--- src/rtl/intr_hub_pkg.sv ---
package intr_hub_pkg;
  localparam int PRIO_W = 4;
  localparam int VEC_W  = 8;

  typedef struct packed {
    logic              mask;
    logic              sense;
    logic              pol;
    logic [PRIO_W-1:0] prio;
    logic [VEC_W-1:0]  vec;
  } entry_t;

  function automatic logic [31:0] entry_pack(entry_t e, logic act);
    logic [31:0] w;
    w = '0;
    w[31] = e.mask;
    w[30] = act;
    w[17] = e.sense;
    w[16] = e.pol;
    w[8 +: PRIO_W] = e.prio;
    w[VEC_W-1:0] = e.vec;
    return w;
  endfunction

  function automatic entry_t entry_unpack(logic [31:0] w);
    entry_t e;
    e.mask  = w[31];
    e.sense = w[17];
    e.pol   = w[16];
    e.prio  = w[8 +: PRIO_W];
    e.vec   = w[VEC_W-1:0];
    return e;
  endfunction
endpackage

--- src/rtl/intr_prio_pick.sv ---
module intr_prio_pick #(
  parameter int N  = 6,
  parameter int PW = 4,
  parameter int IW = (N > 1) ? $clog2(N) : 1
) (
  input  logic [N-1:0]    req,
  input  logic [N*PW-1:0] pri,
  output logic            valid,
  output logic [IW-1:0]   idx,
  output logic [PW-1:0]   best
);
  always_comb begin
    valid = 1'b0;
    idx   = '0;
    best  = '0;
    for (int i = 0; i < N; i++) begin
      if (req[i] && (!valid || pri[i*PW +: PW] > best)) begin
        valid = 1'b1;
        idx   = IW'(i);
        best  = pri[i*PW +: PW];
      end
    end
  end
endmodule

--- src/rtl/intr_src_sense.sv ---
module intr_src_sense (
  input  logic clk,
  input  logic rst_n,
  input  logic rearm,
  input  logic line,
  input  logic pol,
  input  logic sense,
  input  logic ack_clr,
  output logic req
);
  logic active, act_q, pend_q;

  assign active = pol ? line : ~line;
  assign req    = sense ? act_q : pend_q;

  always_ff @(posedge clk or negedge rst_n) begin
    if (!rst_n) begin
      act_q  <= 1'b0;
      pend_q <= 1'b0;
    end else begin
      act_q <= active;
      if (rearm)                             pend_q <= 1'b0;
      else if (!sense && active && !act_q)   pend_q <= 1'b1;
      else if (ack_clr)                      pend_q <= 1'b0;
    end
  end

  AST_NEW_EDGE_BEATS_CLEAR: assert property (@(posedge clk) disable iff (!rst_n)
    (!rearm && !sense && active && !act_q && ack_clr) |=> pend_q);
endmodule

--- src/rtl/intr_cpu_ctx.sv ---
module intr_cpu_ctx #(
  parameter int N  = 6,
  parameter int PW = 4,
  parameter int IW = (N > 1) ? $clog2(N) : 1
) (
  input  logic          clk,
  input  logic          rst_n,
  input  logic          clr_all,
  input  logic [N-1:0]  cand,
  input  logic [N*PW-1:0] pri,
  input  logic [PW-1:0] task_pri,
  input  logic          ack,
  input  logic          eoi,
  output logic          irq,
  output logic          ack_fire,
  output logic [IW-1:0] ack_idx,
  output logic [N-1:0]  isr
);
  logic          c_valid, s_valid;
  logic [IW-1:0] c_idx, s_idx;
  logic [PW-1:0] c_pri, s_pri, thr;

  intr_prio_pick #(.N(N), .PW(PW), .IW(IW)) u_cand (
    .req(cand), .pri(pri), .valid(c_valid), .idx(c_idx), .best(c_pri));
  intr_prio_pick #(.N(N), .PW(PW), .IW(IW)) u_serv (
    .req(isr), .pri(pri), .valid(s_valid), .idx(s_idx), .best(s_pri));

  assign thr      = (s_valid && s_pri > task_pri) ? s_pri : task_pri;
  assign irq      = c_valid && (c_pri > thr);
  assign ack_fire = ack && irq;
  assign ack_idx  = c_idx;

  always_ff @(posedge clk or negedge rst_n) begin
    if (!rst_n)                  isr <= '0;
    else if (clr_all)            isr <= '0;
    else if (ack_fire)           isr[c_idx] <= 1'b1;
    else if (eoi && s_valid)     isr[s_idx] <= 1'b0;
  end

  AST_ACK_ENTERS_SERVICE: assert property (@(posedge clk) disable iff (!rst_n)
    (ack_fire && !clr_all) |=> isr[$past(ack_idx)]);
  AST_EOI_RETIRES_ONE: assert property (@(posedge clk) disable iff (!rst_n)
    (eoi && !ack && !clr_all && (isr != '0)) |=> ($countones(isr) == $countones($past(isr)) - 1));
endmodule

--- src/rtl/intr_hub.sv ---
module intr_hub
  import intr_hub_pkg::*;
#(
  parameter int NUM_SRC  = 4,
  parameter int NUM_CPU  = 2,
  parameter int NUM_IPI  = 2,
  parameter int VERSION  = 2,
  parameter logic [7:0] SPUR_RST = 8'hFF
) (
  input  logic               clk,
  input  logic               rst_n,
  input  logic [NUM_SRC-1:0] irq_in,
  input  logic               reg_wr,
  input  logic               reg_rd,
  input  logic [7:0]         reg_addr,
  input  logic [31:0]        reg_wdata,
  output logic [31:0]        reg_rdata,
  output logic [NUM_CPU-1:0] cpu_irq
);
  localparam int N_ITEM = NUM_SRC + NUM_IPI;
  localparam int IW     = (N_ITEM > 1) ? $clog2(N_ITEM) : 1;

  entry_t             src_e [NUM_SRC];
  logic [NUM_CPU-1:0] src_dst [NUM_SRC];
  entry_t             ipi_e [NUM_IPI];
  logic [NUM_CPU-1:0] ipi_pend [NUM_IPI];
  logic [PRIO_W-1:0]  task_q [NUM_CPU];
  logic [7:0]         spur_q;
  logic               cfg_rst_q, cfg_keep_q;

  logic [3:0] grp, lo;
  logic [2:0] src_sel, ipi_sel;
  logic [1:0] cpu_sel;
  assign grp     = reg_addr[7:4];
  assign lo      = reg_addr[3:0];
  assign src_sel = reg_addr[3:1];
  assign ipi_sel = reg_addr[2:0];
  assign cpu_sel = reg_addr[3:2];

  logic [NUM_SRC-1:0]  src_req, src_clr, src_vp_wr, src_act;
  logic [NUM_IPI-1:0]  ipi_act;
  logic [N_ITEM-1:0]   serv_any;
  logic [N_ITEM*PRIO_W-1:0] pri_flat;
  logic [VEC_W-1:0]    item_vec [N_ITEM];
  logic [N_ITEM-1:0]   cand [NUM_CPU];
  logic [N_ITEM-1:0]   isr [NUM_CPU];
  logic [IW-1:0]       ack_idx [NUM_CPU];
  logic [NUM_CPU-1:0]  ack_fire, ack_rd, eoi_wr;
  logic [31:0]         rd_mux;

  always_comb begin
    for (int i = 0; i < NUM_SRC; i++) begin
      pri_flat[i*PRIO_W +: PRIO_W] = src_e[i].prio;
      item_vec[i] = src_e[i].vec;
      src_vp_wr[i] = reg_wr && grp == 4'h1 && !reg_addr[0] && int'(src_sel) == i;
    end
    for (int j = 0; j < NUM_IPI; j++) begin
      pri_flat[(NUM_SRC+j)*PRIO_W +: PRIO_W] = ipi_e[j].prio;
      item_vec[NUM_SRC+j] = ipi_e[j].vec;
    end
    serv_any = '0;
    for (int c = 0; c < NUM_CPU; c++) serv_any = serv_any | isr[c];
    src_clr = '0;
    for (int c = 0; c < NUM_CPU; c++)
      for (int i = 0; i < NUM_SRC; i++)
        if (ack_fire[c] && int'(ack_idx[c]) == i) src_clr[i] = 1'b1;
    for (int i = 0; i < NUM_SRC; i++) src_act[i] = src_req[i] | serv_any[i];
    for (int j = 0; j < NUM_IPI; j++) ipi_act[j] = (|ipi_pend[j]) | serv_any[NUM_SRC+j];
  end

  genvar gs, gc;
  generate
    for (gs = 0; gs < NUM_SRC; gs++) begin : g_src
      intr_src_sense u_sense (
        .clk(clk), .rst_n(rst_n), .rearm(src_vp_wr[gs] | cfg_rst_q),
        .line(irq_in[gs]), .pol(src_e[gs].pol), .sense(src_e[gs].sense),
        .ack_clr(src_clr[gs]), .req(src_req[gs]));
    end
    for (gc = 0; gc < NUM_CPU; gc++) begin : g_cpu
      always_comb begin
        for (int i = 0; i < NUM_SRC; i++)
          cand[gc][i] = src_req[i] & ~src_e[i].mask & src_dst[i][gc] & ~serv_any[i];
        for (int j = 0; j < NUM_IPI; j++)
          cand[gc][NUM_SRC+j] = ipi_pend[j][gc] & ~ipi_e[j].mask;
      end
      assign ack_rd[gc] = reg_rd && grp == 4'h3 && int'(cpu_sel) == gc && reg_addr[1:0] == 2'd1;
      assign eoi_wr[gc] = reg_wr && grp == 4'h3 && int'(cpu_sel) == gc && reg_addr[1:0] == 2'd2;
      intr_cpu_ctx #(.N(N_ITEM), .PW(PRIO_W), .IW(IW)) u_ctx (
        .clk(clk), .rst_n(rst_n), .clr_all(cfg_rst_q), .cand(cand[gc]),
        .pri(pri_flat), .task_pri(task_q[gc]), .ack(ack_rd[gc]), .eoi(eoi_wr[gc]),
        .irq(cpu_irq[gc]), .ack_fire(ack_fire[gc]), .ack_idx(ack_idx[gc]), .isr(isr[gc]));

      AST_EMPTY_ACK_SPURIOUS: assert property (@(posedge clk) disable iff (!rst_n)
        (ack_rd[gc] && !reg_wr && !cpu_irq[gc]) |=> (reg_rdata == {24'b0, $past(spur_q)}));
    end
  endgenerate

  always_comb begin
    rd_mux = '0;
    case (grp)
      4'h0: case (lo)
        4'h0: rd_mux = {30'b0, cfg_keep_q, cfg_rst_q};
        4'h1: rd_mux = {8'h00, 8'(NUM_CPU-1), 8'(NUM_SRC-1), 8'(VERSION)};
        4'h2: rd_mux = {24'b0, spur_q};
        default: rd_mux = '0;
      endcase
      4'h1: for (int i = 0; i < NUM_SRC; i++)
        if (int'(src_sel) == i)
          rd_mux = reg_addr[0] ? 32'(src_dst[i]) : entry_pack(src_e[i], src_act[i]);
      4'h2: for (int j = 0; j < NUM_IPI; j++)
        if (!reg_addr[3] && int'(ipi_sel) == j) rd_mux = entry_pack(ipi_e[j], ipi_act[j]);
      4'h3: for (int c = 0; c < NUM_CPU; c++)
        if (int'(cpu_sel) == c) begin
          if (reg_addr[1:0] == 2'd0) rd_mux = 32'(task_q[c]);
          else if (reg_addr[1:0] == 2'd1)
            rd_mux = cpu_irq[c] ? 32'(item_vec[ack_idx[c]]) : {24'b0, spur_q};
        end
      default: rd_mux = '0;
    endcase
  end

  always_ff @(posedge clk or negedge rst_n) begin
    if (!rst_n) begin
      for (int i = 0; i < NUM_SRC; i++) begin
        src_e[i]   <= '{mask: 1'b1, sense: 1'b0, pol: 1'b1, prio: '0, vec: '0};
        src_dst[i] <= '0;
      end
      for (int j = 0; j < NUM_IPI; j++) begin
        ipi_e[j]    <= '{mask: 1'b1, sense: 1'b0, pol: 1'b0, prio: '0, vec: '0};
        ipi_pend[j] <= '0;
      end
      for (int c = 0; c < NUM_CPU; c++) task_q[c] <= '0;
      spur_q     <= SPUR_RST;
      cfg_rst_q  <= 1'b0;
      cfg_keep_q <= 1'b0;
      reg_rdata  <= '0;
    end else begin
      for (int j = 0; j < NUM_IPI; j++)
        for (int c = 0; c < NUM_CPU; c++)
          if (ack_fire[c] && int'(ack_idx[c]) == NUM_SRC + j) ipi_pend[j][c] <= 1'b0;
      if (cfg_rst_q) begin
        cfg_rst_q <= 1'b0;
        for (int i = 0; i < NUM_SRC; i++) src_e[i].mask <= 1'b1;
        for (int j = 0; j < NUM_IPI; j++) begin
          ipi_e[j].mask <= 1'b1;
          ipi_pend[j]   <= '0;
        end
      end
      if (reg_wr) begin
        case (grp)
          4'h0: begin
            if (lo == 4'h0) begin
              cfg_rst_q  <= reg_wdata[0];
              cfg_keep_q <= reg_wdata[1];
            end
            if (lo == 4'h2) spur_q <= reg_wdata[7:0];
          end
          4'h1: for (int i = 0; i < NUM_SRC; i++)
            if (int'(src_sel) == i) begin
              if (reg_addr[0]) src_dst[i] <= reg_wdata[NUM_CPU-1:0];
              else             src_e[i]   <= entry_unpack(reg_wdata);
            end
          4'h2: for (int j = 0; j < NUM_IPI; j++)
            if (int'(ipi_sel) == j) begin
              if (reg_addr[3]) ipi_pend[j] <= ipi_pend[j] | reg_wdata[NUM_CPU-1:0];
              else begin
                ipi_e[j]       <= entry_unpack(reg_wdata);
                ipi_e[j].sense <= 1'b0;
                ipi_e[j].pol   <= 1'b0;
              end
            end
          4'h3: for (int c = 0; c < NUM_CPU; c++)
            if (int'(cpu_sel) == c && reg_addr[1:0] == 2'd0) task_q[c] <= reg_wdata[PRIO_W-1:0];
          default: ;
        endcase
      end
      if (reg_rd) reg_rdata <= rd_mux;
    end
  end

  AST_RESET_SETS_MASKS: assert property (@(posedge clk) disable iff (!rst_n)
    (cfg_rst_q && !reg_wr) |=> (src_e[0].mask && ipi_e[0].mask && ipi_pend[0] == '0));
  AST_RESET_SELF_CLEARS: assert property (@(posedge clk) disable iff (!rst_n)
    (cfg_rst_q && !(reg_wr && reg_addr == 8'h00)) |=> !cfg_rst_q);
endmodule

--- config.mk ---
export PLATFORM = sky130hd
export DESIGN_NAME = intr_hub
export DESIGN_NICKNAME = d
export VERILOG_FILES = /design/src/rtl/intr_hub_pkg.sv /design/src/rtl/intr_prio_pick.sv /design/src/rtl/intr_src_sense.sv /design/src/rtl/intr_cpu_ctx.sv /design/src/rtl/intr_hub.sv
export SDC_FILE = /design/constraint.sdc
export NUM_CORES = 1
export LEC_CHECK = 0
export BUFFER_PORTS_ARGS = -buffer_cell sky130_fd_sc_hd__buf_2
export CAP_MARGIN = 20
export CORE_UTILIZATION = 50
export DETAILED_ROUTE_END_ITERATION = 8
export PLACE_DENSITY = 0.68
export SYNTH_ARGS = -nofsm -noshare
export SYNTH_HDL_FRONTEND = slang
export SYNTH_HIERARCHICAL = 1
export SYNTH_SLANG_ARGS = --single-unit
--- constraint.sdc ---
create_clock -name clk -period 28.2 [get_ports clk]
set_input_delay 8.46 -clock clk [delete_from_list [all_inputs] [get_ports clk]]
set_output_delay 8.46 -clock clk [all_outputs]
set_load 0.02 [all_outputs]
==> run_results.csv <==
group,metric,value,unit
critical_path,worst-path-buf-inv,2,
worst_hold_path,holdCritStartpoint,"reg_rdata[16]",
global_routing,grt_pass1_wl,64300,µm
logic_synthesis,ys_top_cells_by_area,"dfrtp_1, mux2_2, ha_1",
logic_synthesis,synth.most_common_cell,"dfrtp_1",
worst_hold_path,min_path_type,"reg2reg",
worst_hold_path,hold_depth,1,
critical_path,path_common_cell,"ha_1",
critical_path,crit_path_start_kind,"register",
clock_network,clk_path_buf_depth,2,
logic_synthesis,synth_flop_cell,"dfrtp_1",
die,io_pins,82,
timing,setup_violations,0,
critical_path,r2r-end,"g_src[0].u_sense/pend_q",
clock_network,cts_setup_buffers,0,
power,power_switching,0.000247,W
critical_path,endpoint_kind,"output port",
final_layout,syn2layout_area_growth,7.43,%
power,powerDensity,48.8,nW/µm²
global_routing,met3_usage,6.06,%
clock_network,cts_made_buffers,17,
die,die_h,164,µm
critical_path,slowest_stage,"dfrtp_1",
timing,fin_tns_setup,0,ns
power,finalPower,0.000688,W
logic_synthesis,syn-cell-area,13100,µm²
critical_path,worstPathArrival,11.41,ns
global_routing,grt_pass1_vias,11100,
critical_path,reg2reg_depth,45,
timing,drv_slew,0,
die,core_area,25500,µm²
die,die_area,26900,µm²
logic_synthesis,avgSynthCellArea,9.90,µm²
final_layout,num-nets-final,1494,
clock_network,worst_skew_pair.late_latency,0.44,ns
detailed_routing,first_pass_iters,8,
detailed_routing,postRouteAntennaNets,0,
critical_path,critPathTopFamily,"compound AO/OA/AOI/OAI gates",
global_routing,grt_use_total,31.7,%
timing,rsz0062_at_grt,"no",
power,p_int,0.000441,W
power,max-vdd-ir-drop,0.0434,mV
clock_network,hold_buffers,0,
critical_path,worstPathMaxFanout,17,
global_routing,grt_start_max_net_pins,85,
clock_network,cts_root_buf,"clkbuf_16",
final_layout,drive_gt1_share,24.6,%
clock_network,cts.sinks,152,
critical_path,cpPeakStageDelay,0.78,ns
global_routing,overflow,0,
timing,period_needed,19.87,ns
power,pwr-share-comb,30.2,%
timing,worstMarginPinSlew,1.12,ns
detailed_routing,drt_iter0_markers,1382,
die,initial_utilization,51.6,%
detailed_routing,routed_via_density,6.93,
timing,skew,0.0121,ns
final_layout,nFillCells,2241,
critical_path,worst_r2r_startpoint,"g_cpu[0].u_ctx/isr[0]",
logic_synthesis,synth_cell_types,85,
die,die_w,164,µm
logic_synthesis,synth-warning-count,6,
power,p_sw_share,35.9,%
clock_network,post_cts_resized,0,
detailed_routing,routed_wl,41900,µm
power,power_frac_seq,35.8,%
power,p_clk_share,34.1,%
timing,max_clock_freq,0.0503,GHz
run_status,outcome,"complete, no violations",
global_routing,grtUsageMet1,44.0,%
logic_synthesis,yosysSeqAreaShare,29.1,%
worst_hold_path,holdPathEnd,"reg_rdata[16]",
placed_design,place_congestion,0.980,
logic_synthesis,synth.top_cell.area_share,25.5,%
clock_network,htreeDepth,4,
logic_synthesis,async_flop_share,100,%
critical_path,path_class,"reg2out",
detailed_routing,drcViolationCount,0,
detailed_routing,routedWlPerCell,24.8,µm
timing,hold_viol_final,0,
clock_network,path_clk_slew,0.07,ns
timing,fin_crit_sh,70.5,%
logic_synthesis,synthTopCellsByCount,"dfrtp_1, mux2_2, ha_1",
logic_synthesis,synth_edf_count,0,
logic_synthesis,syn_inst,1327,
die,rows,58,
final_layout,diodes,0,
flow_run,max_cap_violations,0,
detailed_routing,vias,11700,
placed_design,hpwl,29700,µm
power,leakagePower,5.92,nW
logic_synthesis,synth_seq_cells,152,
global_routing,gr-max-usage-layer,"met2",
critical_path,cp.required,19.74,ns
global_routing,met2_usage,48.4,%
placed_design,numPortBuffers,48,
clock_network,cts_tree,"yes",
critical_path,ff2ff_setup_slack,16.37,ns
timing,slew_headroom,24.8,%
logic_synthesis,synth_area_leader_cell,"dfrtp_1",
global_routing,antenna_found_initial,0,
[state kept, by name, summed over array words and instances, names as in the netlist]
signal	flops
item_vec	32
src_dst	8
task_q	8
spur_q	8
g_src.u_sense/pend_q	4
ipi_e	26
cfg_keep_q	1
ipi_pend	4
cfg_rst_q	1
pri_flat	16
reg_rdata	16
src_e	12
g_src.u_sense/act_q	4
g_cpu.u_ctx/isr	12
[per-stage QoR]
step / hold slack [ns] / std cells / worst slack (ns) / instance area, µm² / util, %
2_1_floorplan: 0.457 / 1342 / 10.80 / 13200 / -
3_3_place_gp: 0.475 / 1661 / 9.17 / 13500 / 53.1
3_5_place_dp: 0.480 / 1661 / 9.00 / 13500 / 53.1
4_1_cts: 0.498 / 1693 / 8.48 / 14100 / 55.4
5_1_grt: 0.520 / 1693 / 7.63 / 14100 / 55.4
6_report: 0.501 / 1693 / 8.33 / 14100 / 55.4
[cell type report]
class	instances	area (µm²)	share of cell area (%)
Clock buffer	17	425	3.01
Timing Repair Buffer	63	359	2.54
Clock inverter	15	175	1.24
Multi-Input combinational cell	1046	8650	61.3
Sequential cell	152	3830	27.1
Tap cell	330	413	2.93
Inverter	70	263	1.86
[worst register-to-register path, delay by kind of cell, from the launching register on]
kind                       cells  cell delay (ns)
and+or+nand+nor               11             1.79
adders and majority gates      7             2.09
AOI/OAI and AO/OA             26             6.74
DFF                            1             0.78
muxes                          1             0.33
[kinds of logic after synthesis]
logic type / count (synthesis) / share of synthesized area, %
compound gates: 445 / 26.5
simple gates: 325 / 14.4
mux: 160 / 15.0
flops: 152 / 29.1
buf+inv: 144 / 5.56
fa+ha+maj: 96 / 9.14
xor+xnor: 4 / 0.267
other cells: 1 / 0.0285
[power groups by stage]
stage	logic (W)	registers, W	clock network [W]
6_report	0.000208	0.000246	0.000234
5_1_grt	0.000229	0.000247	0.000246
4_1_cts	0.000205	0.000245	0.000237
3_5_place_dp	0.000204	0.000249	0
3_3_place_gp	0.000197	0.000249	0
2_1_floorplan	0.000159	0.000241	0
[worst max path at each step]
stage | end | from | cells past startpoint | slack (ns)
final | cpu_irq[0] | g_cpu[0].u_ctx/isr[0] | 43 | 8.33
after global routing | cpu_irq[0] | g_cpu[0].u_ctx/isr[0] | 42 | 7.63
after CTS | cpu_irq[0] | g_cpu[0].u_ctx/isr[0] | 43 | 8.48
after detailed placement | cpu_irq[0] | g_cpu[0].u_ctx/isr[0] | 43 | 9.00
after global placement | cpu_irq[0] | g_cpu[0].u_ctx/isr[0] | 44 | 9.17
after floorplan | cpu_irq[0] | g_cpu[0].u_ctx/isr[0] | 44 | 10.80
[cell usage in the layout (no fill, tap or decap), drive strengths merged, types with 18 or more instances in the layout]
cell type  synthesis  layout
nor2              73      73
inv               70      79
o211ai            29      29
mux2i             24      24
dfstp             18      18
ha                96      96
nor2b             29      29
o22ai             23      23
a22oi             41      41
dfrtp            134     134
nand2             88      88
mux2             119     119
o21ai             86      86
a221oi            27      27
and2              18      18
buf               53      63
o21a              32      32
nand4             29      29
a21oi             61      61
[metal layers]
layer | vias to the layer above | wire length, µm
li1 | 5187 | -
met2 | 671 | 18600
met3 | 116 | 4230
met1 | 5761 | 17600
met5 | - | 0
met4 | 0 | 1510
No activity file was read; power rests on OpenSTA's default activity.
